`src/rtl/seqr_pkg.sv`:
```
package seqr_pkg;

    localparam int unsigned NUM_STROBES = 10;

    typedef enum logic [3:0] {
        OP_IDLE,
        OP_ADVANCE,
        OP_BRANCH,
        OP_CALL,
        OP_CALL_ACC,
        OP_RETURN,
        OP_PUSH,
        OP_POP,
        OP_INT_EN,
        OP_INT_DIS,
        OP_MULTIPLY
    } seq_op_e;

    // strobe index 0 has the highest priority
    function automatic seq_op_e strobe_to_op(input int unsigned idx);
        case (idx)
            0:       return OP_CALL;
            1:       return OP_CALL_ACC;
            2:       return OP_RETURN;
            3:       return OP_BRANCH;
            4:       return OP_PUSH;
            5:       return OP_POP;
            6:       return OP_INT_EN;
            7:       return OP_INT_DIS;
            8:       return OP_MULTIPLY;
            9:       return OP_ADVANCE;
            default: return OP_IDLE;
        endcase
    endfunction

endpackage

```
`src/rtl/seqr_op_select.sv`:
```
module seqr_op_select
    import seqr_pkg::*;
(
    input  logic [NUM_STROBES-1:0] strobes,
    output seq_op_e                op_sel
);

    always_comb begin
        op_sel = OP_IDLE;
        // walk from lowest to highest priority, last hit wins
        for (int i = NUM_STROBES - 1; i >= 0; i--) begin
            if (strobes[i]) begin
                op_sel = strobe_to_op(i);
            end
        end
    end

endmodule

```
`src/rtl/seqr_stack.sv`:
```
module seqr_stack #(
    parameter int unsigned WIDTH = 12,
    parameter int unsigned DEPTH = 4
) (
    input  logic             clk,
    input  logic             rst_n,
    input  logic             push_en,
    input  logic             pop_en,
    input  logic [WIDTH-1:0] push_val,
    output logic [WIDTH-1:0] top_val
);

    logic [WIDTH-1:0] ent_q [DEPTH];
    logic [WIDTH-1:0] ent_d [DEPTH];

    for (genvar g = 0; g < DEPTH; g++) begin : g_entry
        if (g == 0) begin : g_top
            always_comb begin
                if (push_en)     ent_d[g] = push_val;
                else if (pop_en) ent_d[g] = (DEPTH > 1) ? ent_q[(DEPTH > 1) ? 1 : 0] : ent_q[g];
                else             ent_d[g] = ent_q[g];
            end
        end else if (g == DEPTH - 1) begin : g_bottom
            // deepest entry keeps its value on a pop
            always_comb begin
                if (push_en) ent_d[g] = ent_q[g-1];
                else         ent_d[g] = ent_q[g];
            end
        end else begin : g_mid
            always_comb begin
                if (push_en)     ent_d[g] = ent_q[g-1];
                else if (pop_en) ent_d[g] = ent_q[g+1];
                else             ent_d[g] = ent_q[g];
            end
        end
    end

    always_ff @(posedge clk or negedge rst_n) begin
        if (!rst_n) begin
            for (int i = 0; i < DEPTH; i++) ent_q[i] <= '0;
        end else begin
            for (int i = 0; i < DEPTH; i++) ent_q[i] <= ent_d[i];
        end
    end

    assign top_val = ent_q[0];

endmodule

```
`src/rtl/seqr_irq_ctrl.sv`:
```
module seqr_irq_ctrl
    import seqr_pkg::*;
#(
    parameter int unsigned ENTRY_CYCLES = 3
) (
    input  logic    clk,
    input  logic    rst_n,
    input  logic    irq_level,
    input  seq_op_e op_exec,     // accepted request, OP_IDLE if none
    output logic    take,
    output logic    busy,
    output logic    mask
);

    localparam int unsigned CNT_W = $clog2(ENTRY_CYCLES + 1);
    localparam logic [CNT_W-1:0] CNT_LOAD = CNT_W'(ENTRY_CYCLES - 1);

    typedef struct packed {
        logic             pending;
        logic             mask;
        logic             block;
        logic [CNT_W-1:0] cnt;
    } irq_state_t;

    irq_state_t st_q, st_d;

    logic op_valid;
    logic op_blocks;

    assign op_valid  = (op_exec != OP_IDLE);
    assign op_blocks = (op_exec == OP_MULTIPLY) || (op_exec == OP_INT_EN);

    assign take = st_q.pending && !st_q.mask && !st_q.block && (st_q.cnt == '0);
    assign busy = take || (st_q.cnt != '0);
    assign mask = st_q.mask;

    always_comb begin
        st_d = st_q;
        st_d.pending = (st_q.pending || irq_level) && !take;
        if (st_q.cnt != '0) begin
            st_d.cnt = st_q.cnt - 1'b1;
        end
        if (take) begin
            st_d.mask  = 1'b1;
            st_d.cnt   = CNT_LOAD;
            st_d.block = 1'b0;
        end else if (op_valid) begin
            st_d.block = op_blocks;
            if (op_exec == OP_INT_EN)  st_d.mask = 1'b0;
            if (op_exec == OP_INT_DIS) st_d.mask = 1'b1;
        end
    end

    always_ff @(posedge clk or negedge rst_n) begin
        if (!rst_n) begin
            st_q.pending <= 1'b0;
            st_q.mask    <= 1'b1;
            st_q.block   <= 1'b0;
            st_q.cnt     <= '0;
        end else begin
            st_q <= st_d;
        end
    end

endmodule

```
`src/rtl/seqr_top.sv`:
```
module seqr_top
    import seqr_pkg::*;
#(
    parameter int unsigned ADDR_W       = 12,
    parameter int unsigned ACC_W        = 16,
    parameter int unsigned STACK_DEPTH  = 4,
    parameter int unsigned IRQ_VEC      = 2,
    parameter int unsigned ENTRY_CYCLES = 3
) (
    input  logic              clk,
    input  logic              rst_n,
    input  logic              op_call,
    input  logic              op_call_acc,
    input  logic              op_return,
    input  logic              op_branch,
    input  logic              op_push,
    input  logic              op_pop,
    input  logic              op_int_enable,
    input  logic              op_int_disable,
    input  logic              op_multiply,
    input  logic              op_advance,
    input  logic [ADDR_W-1:0] target_word,
    input  logic [ACC_W-1:0]  acc_value,
    input  logic              irq_level,
    output logic [ADDR_W-1:0] pc_out,
    output logic [ADDR_W-1:0] pop_value,
    output logic              irq_busy,
    output logic              int_mask
);

    localparam logic [ADDR_W-1:0] VEC_ADDR = ADDR_W'(IRQ_VEC);

    typedef struct packed {
        logic [ADDR_W-1:0] pc;
        logic [ADDR_W-1:0] popv;
    } seq_state_t;

    seq_state_t cur_q, nxt_d;

    logic [NUM_STROBES-1:0] strobes;
    seq_op_e                op_sel;
    seq_op_e                op_exec;
    logic                   take;
    logic                   busy;
    logic                   push_en;
    logic                   pop_en;
    logic [ADDR_W-1:0]      push_val;
    logic [ADDR_W-1:0]      stack_top;
    logic [ADDR_W-1:0]      acc_addr;
    logic [ADDR_W-1:0]      pc_plus1;
    logic [ADDR_W-1:0]      pc_plus2;

    assign strobes = {op_advance, op_multiply, op_int_disable, op_int_enable,
                      op_pop, op_push, op_branch, op_return, op_call_acc, op_call};

    if (ACC_W > ADDR_W) begin : g_acc_wide
        logic [ACC_W-ADDR_W-1:0] unused_acc_hi;
        assign unused_acc_hi = acc_value[ACC_W-1:ADDR_W];
        assign acc_addr      = acc_value[ADDR_W-1:0];
    end else begin : g_acc_narrow
        assign acc_addr = ADDR_W'(acc_value);
    end

    seqr_op_select u_sel (
        .strobes (strobes),
        .op_sel  (op_sel)
    );

    assign op_exec = busy ? OP_IDLE : op_sel;

    seqr_irq_ctrl #(
        .ENTRY_CYCLES (ENTRY_CYCLES)
    ) u_irq (
        .clk       (clk),
        .rst_n     (rst_n),
        .irq_level (irq_level),
        .op_exec   (op_exec),
        .take      (take),
        .busy      (busy),
        .mask      (int_mask)
    );

    seqr_stack #(
        .WIDTH (ADDR_W),
        .DEPTH (STACK_DEPTH)
    ) u_stack (
        .clk      (clk),
        .rst_n    (rst_n),
        .push_en  (push_en),
        .pop_en   (pop_en),
        .push_val (push_val),
        .top_val  (stack_top)
    );

    assign pc_plus1 = cur_q.pc + ADDR_W'(1);
    assign pc_plus2 = cur_q.pc + ADDR_W'(2);

    always_comb begin
        nxt_d    = cur_q;
        push_en  = 1'b0;
        pop_en   = 1'b0;
        push_val = '0;
        if (take) begin
            push_en  = 1'b1;
            push_val = cur_q.pc;
            nxt_d.pc = VEC_ADDR;
        end else begin
            case (op_exec)
                OP_ADVANCE, OP_MULTIPLY, OP_INT_EN, OP_INT_DIS: begin
                    nxt_d.pc = pc_plus1;
                end
                OP_BRANCH: begin
                    nxt_d.pc = target_word;
                end
                OP_CALL: begin
                    push_en  = 1'b1;
                    push_val = pc_plus2;
                    nxt_d.pc = target_word;
                end
                OP_CALL_ACC: begin
                    push_en  = 1'b1;
                    push_val = pc_plus1;
                    nxt_d.pc = acc_addr;
                end
                OP_RETURN: begin
                    pop_en     = 1'b1;
                    nxt_d.pc   = stack_top;
                    nxt_d.popv = stack_top;
                end
                OP_PUSH: begin
                    push_en  = 1'b1;
                    push_val = acc_addr;
                    nxt_d.pc = pc_plus1;
                end
                OP_POP: begin
                    pop_en     = 1'b1;
                    nxt_d.popv = stack_top;
                    nxt_d.pc   = pc_plus1;
                end
                default: begin
                end
            endcase
        end
    end

    always_ff @(posedge clk or negedge rst_n) begin
        if (!rst_n) begin
            cur_q <= '0;
        end else begin
            cur_q <= nxt_d;
        end
    end

    assign pc_out    = cur_q.pc;
    assign pop_value = cur_q.popv;
    assign irq_busy  = busy;

endmodule

```
`config.mk`:
```
export PLATFORM = sky130hd
export DESIGN_NAME = seqr_top
export DESIGN_NICKNAME = d
export VERILOG_FILES = /design/src/rtl/seqr_pkg.sv /design/src/rtl/seqr_op_select.sv /design/src/rtl/seqr_stack.sv /design/src/rtl/seqr_irq_ctrl.sv /design/src/rtl/seqr_top.sv
export SDC_FILE = /design/constraint.sdc
export NUM_CORES = 1
export LEC_CHECK = 0
export CAP_MARGIN = 30
export CORE_ASPECT_RATIO = 1.5
export CORE_MARGIN = 2
export CORE_UTILIZATION = 30
export CTS_CLUSTER_SIZE = 12
export DETAILED_ROUTE_END_ITERATION = 10
export PLACE_DENSITY = 0.51
export SLEW_MARGIN = 20
export SYNTH_ARGS = -nofsm -noshare
export SYNTH_HDL_FRONTEND = slang
export SYNTH_SLANG_ARGS = --single-unit
```
`constraint.sdc`:
```
create_clock -name clk -period 5.95 [get_ports clk]
set_input_delay 1.19 -clock clk [delete_from_list [all_inputs] [get_ports clk]]
set_output_delay 1.19 -clock clk [all_outputs]
set_load 0.005 [all_outputs]
```
==> impl_metrics.toml <==
[status]
status = "completed"

[timing]
setup_slack_ns = 1.47
tns_ns = 0
tightest_slew_ns = 0.831
finClkSkew_ns = 0.00686
relSlewSlack_pct = 44.6
max_freq_mhz = 223
rsz0062_at_grt = "false"
fin_crit_ns = 4.48
timing.hold.ws_ns = 0.464
min_period_over_period_pct = 75.2
slew_violations = 0
setup_viol = 0
finalHoldViolations = 0

[worst_setup_path]
rrSetupSlack_ns = 2.59
crit_path_start_kind = "input pin"
startpoint = "op_call_acc"
arrival_ns = 4.66
critPathBufInv = 2
end_kind = "register"
worstPathCellList = "clkdlybuf4s50_1 > or2_1 > a22oi_2 > nand2_1 > or3_1 > nand3_2 > buf_4 > o21ai_0"
critPathKind = "input pin to register"
cpLargestDelayFamily = "simple AND/OR/NAND/NOR gates"
required_ns = 6.14
rr_startpoint = "u_irq.st_q[0]"
critical_path.max_stage_delay_ns = 0.76
crit_fanout = 60
crit_slowest_cell = "or3_1"

[power_and_ir_drop]
finalPower_w = 0.00258
vdd_drop_max_mv = 0.270
internal_power_w = 0.00158
powerDensity_nw_per_um2 = 459
p_comb_share_pct = 38.8
clockPowerShare_pct = 21.8
power.leakage_nw = 2.41
p_switching_w = 0.00100
switching_share_pct = 38.9
seq_power_share_pct = 39.4

[route]
wl_mm = 13.4
vias = 3958
ant_nets = 0
drtPass1Iterations = 7
viasPerCell = 5.20
drt_iter0_drc = 231
drc_errors = 0
routedWlPerCell_um = 17.7

[grt]
antenna_found_initial = 0
grt_pass1_vias = 4053
grt_max_degree = 61
grt.total_usage_pct = 17.3
grt_pass1_wl_mm = 21.9
grt_overflow = 0

[clocking]
cts_tree = "built"
post_cts_buffers = 0
clock_path_buffers = 2
cts_root_buf = "clkbuf_16"
hold_buffers = 0
cts-buffers-inserted = 9
cts_sinks = 77
htree_levels = 3
clock_latency_ns = 0.34
clk_pin_slew_ns = 0.06
cts_resized = 0

[logic_synthesis]
synth-main-ff-cell = "dfrtp_1"
ys_warn_count = 0
synth-seq-cells = 77
synth_edf_count = 0
async_flop_share_pct = 100
synth.avg_cell_area_um2 = 8.85
synthDistinctLibCells = 67
synth-seq-area-share_pct = 42.8
synth_nets = 553
synth_cells = 509
syn_area_um2 = 4500

[floorplanning]
die-height_um = 154
initial_core_util_pct = 30.9
core_um2 = 14600
die_w_um = 104
io_pins = 67
placementRows = 54
dieArea_um2 = 16000

[final_layout]
final_nets = 604
multiInputGateArea_um2 = 2400
antenna_cells = 0
final_common_cell = "nand2_1"
final_cell_mix = "nand2_1 (95), dfrtp_1 (76), clkdlybuf4s50_1 (61)"
fill_cells = 1534
syn_to_final_growth_pct = 24.8
seqCellArea_um2 = 1930
drive_above_1_share_pct = 9.73

[flow_run]
maxCapViolations = 0

[placement]
dpl.hpwl_mm = 10.1
dp_slack_ns = 1.17
portBuffers = 62
gp_congestion = 0.907

[hold_path]
hold_class = "register to register"
holdCritStartpoint = "u_stack.ent_q[7]"
## through the flow
| step | instances | area, µm² | utilization (%) |
|---|---|---|---|
| finish | 761 | 5620 | 38.5 |
| global route | 761 | 5620 | 38.5 |
| CTS | 761 | 5620 | 38.5 |
| detailed placement | 745 | 5320 | 36.5 |
| global placement | 743 | 5290 | 36.2 |
| floorplan | 509 | 4500 | - |
## power by group through the flow
| stage | Sequential, W | Clock [W] | Combinational [W] |
|---|---|---|---|
| finish | 0.00102 | 0.000564 | 0.00100 |
| global route | 0.00105 | 0.000598 | 0.00113 |
| CTS | 0.00101 | 0.000577 | 0.00101 |
| detailed placement | 0.00102 | 0 | 0.00100 |
| global placement | 0.00101 | 0 | 0.000988 |
| floorplan | 0.000920 | 0 | 0.000673 |
## sequential cells by signal, summed over array words and instances (netlist names)
signal	count
pc_out	12
pop_value	12
u_irq.mask	1
u_stack.ent_q	36
u_stack.top_val	12
u_irq.st_q	4
## cells in the mapped netlist (all sizes together), types with 2 or more instances
| library cell | count | area, µm² |
|---|---|---|
| a21o | 2 | 15.0 |
| or3 | 2 | 12.5 |
| a21oi | 41 | 213 |
| xnor2 | 8 | 70.1 |
| buf | 18 | 93.8 |
| a22oi | 2 | 20.0 |
| or2 | 3 | 18.8 |
| nand2 | 97 | 369 |
| a211oi | 7 | 52.6 |
| nor4 | 5 | 31.3 |
| ha | 3 | 37.5 |
| a22o | 4 | 36.3 |
| o221ai | 2 | 17.5 |
| a31oi | 4 | 25.0 |
| and3 | 3 | 18.8 |
| mux2 | 12 | 135 |
| nor3 | 6 | 35.0 |
| dfrtp | 76 | 1900 |
| and2 | 6 | 37.5 |
| nor2 | 49 | 184 |
| o311a | 4 | 40.0 |
| nand3b | 3 | 22.5 |
| o22ai | 4 | 25.0 |
| nand3 | 9 | 45.0 |
| xor2 | 2 | 17.5 |
| o31ai | 2 | 20.0 |
| inv | 10 | 40.0 |
| clkbuf | 13 | 51.3 |
| o2bb2ai | 2 | 17.5 |
| or3b | 2 | 17.5 |
| mux2i | 27 | 270 |
| o21ai | 42 | 210 |
| nor3b | 2 | 15.0 |
| o211ai | 5 | 37.5 |
| a222oi | 9 | 90.1 |
| o22a | 4 | 35.0 |
| nand2b | 2 | 12.5 |
## per-layer routing
metal,GRT usage [%],wire (µm),up-vias
met5,0,0,-
met4,6.89,297,0
met3,2.59,441,19
met2,31.3,7100,94
met1,20.6,5610,1899
li1,-,-,1946
## kinds of logic after synthesis
family / synth area share [%]
AOI/OAI and AO/OA: 22.8
DFF: 42.8
adders and majority gates: 0.833
muxes: 9.00
xor gates and xnor gates: 1.94
and+or+nand+nor: 18.5
buffers and inverters: 4.11
## final timing paths
kind	to	depth (start not counted)
setup / recovery	u_stack.ent_q[15]	8
hold / removal	u_stack.ent_q[7]	2
setup reg to reg	u_stack.ent_q[15]	8
hold reg to reg	u_stack.ent_q[7]	2
max in group asynchronous	u_stack.top_val[1]	2
min in group asynchronous	pc_out[9]	1
## area by class of cell
type                            instances  share of cell area (%)
Tap cell                              196                    4.36
Clock inverter                          6                    1.29
Multi-Input combinational cell        391                    42.7
Sequential cell                        77                    34.3
Timing Repair Buffer                   71                    12.6
Clock buffer                           10                    4.07
Inverter                               10                   0.712
## worst reg2reg max path, cell delays in order, from the launching register on
cell and delay [ns]:
dfrtp_1 0.36, inv_1 0.09, ha_1 0.27, and2_1 0.33, nand2_1 0.55, or3_1 0.76, nand3_2 0.20, buf_4 0.45
o21ai_0 0.20
No activity file was read; power rests on OpenSTA's default activity.
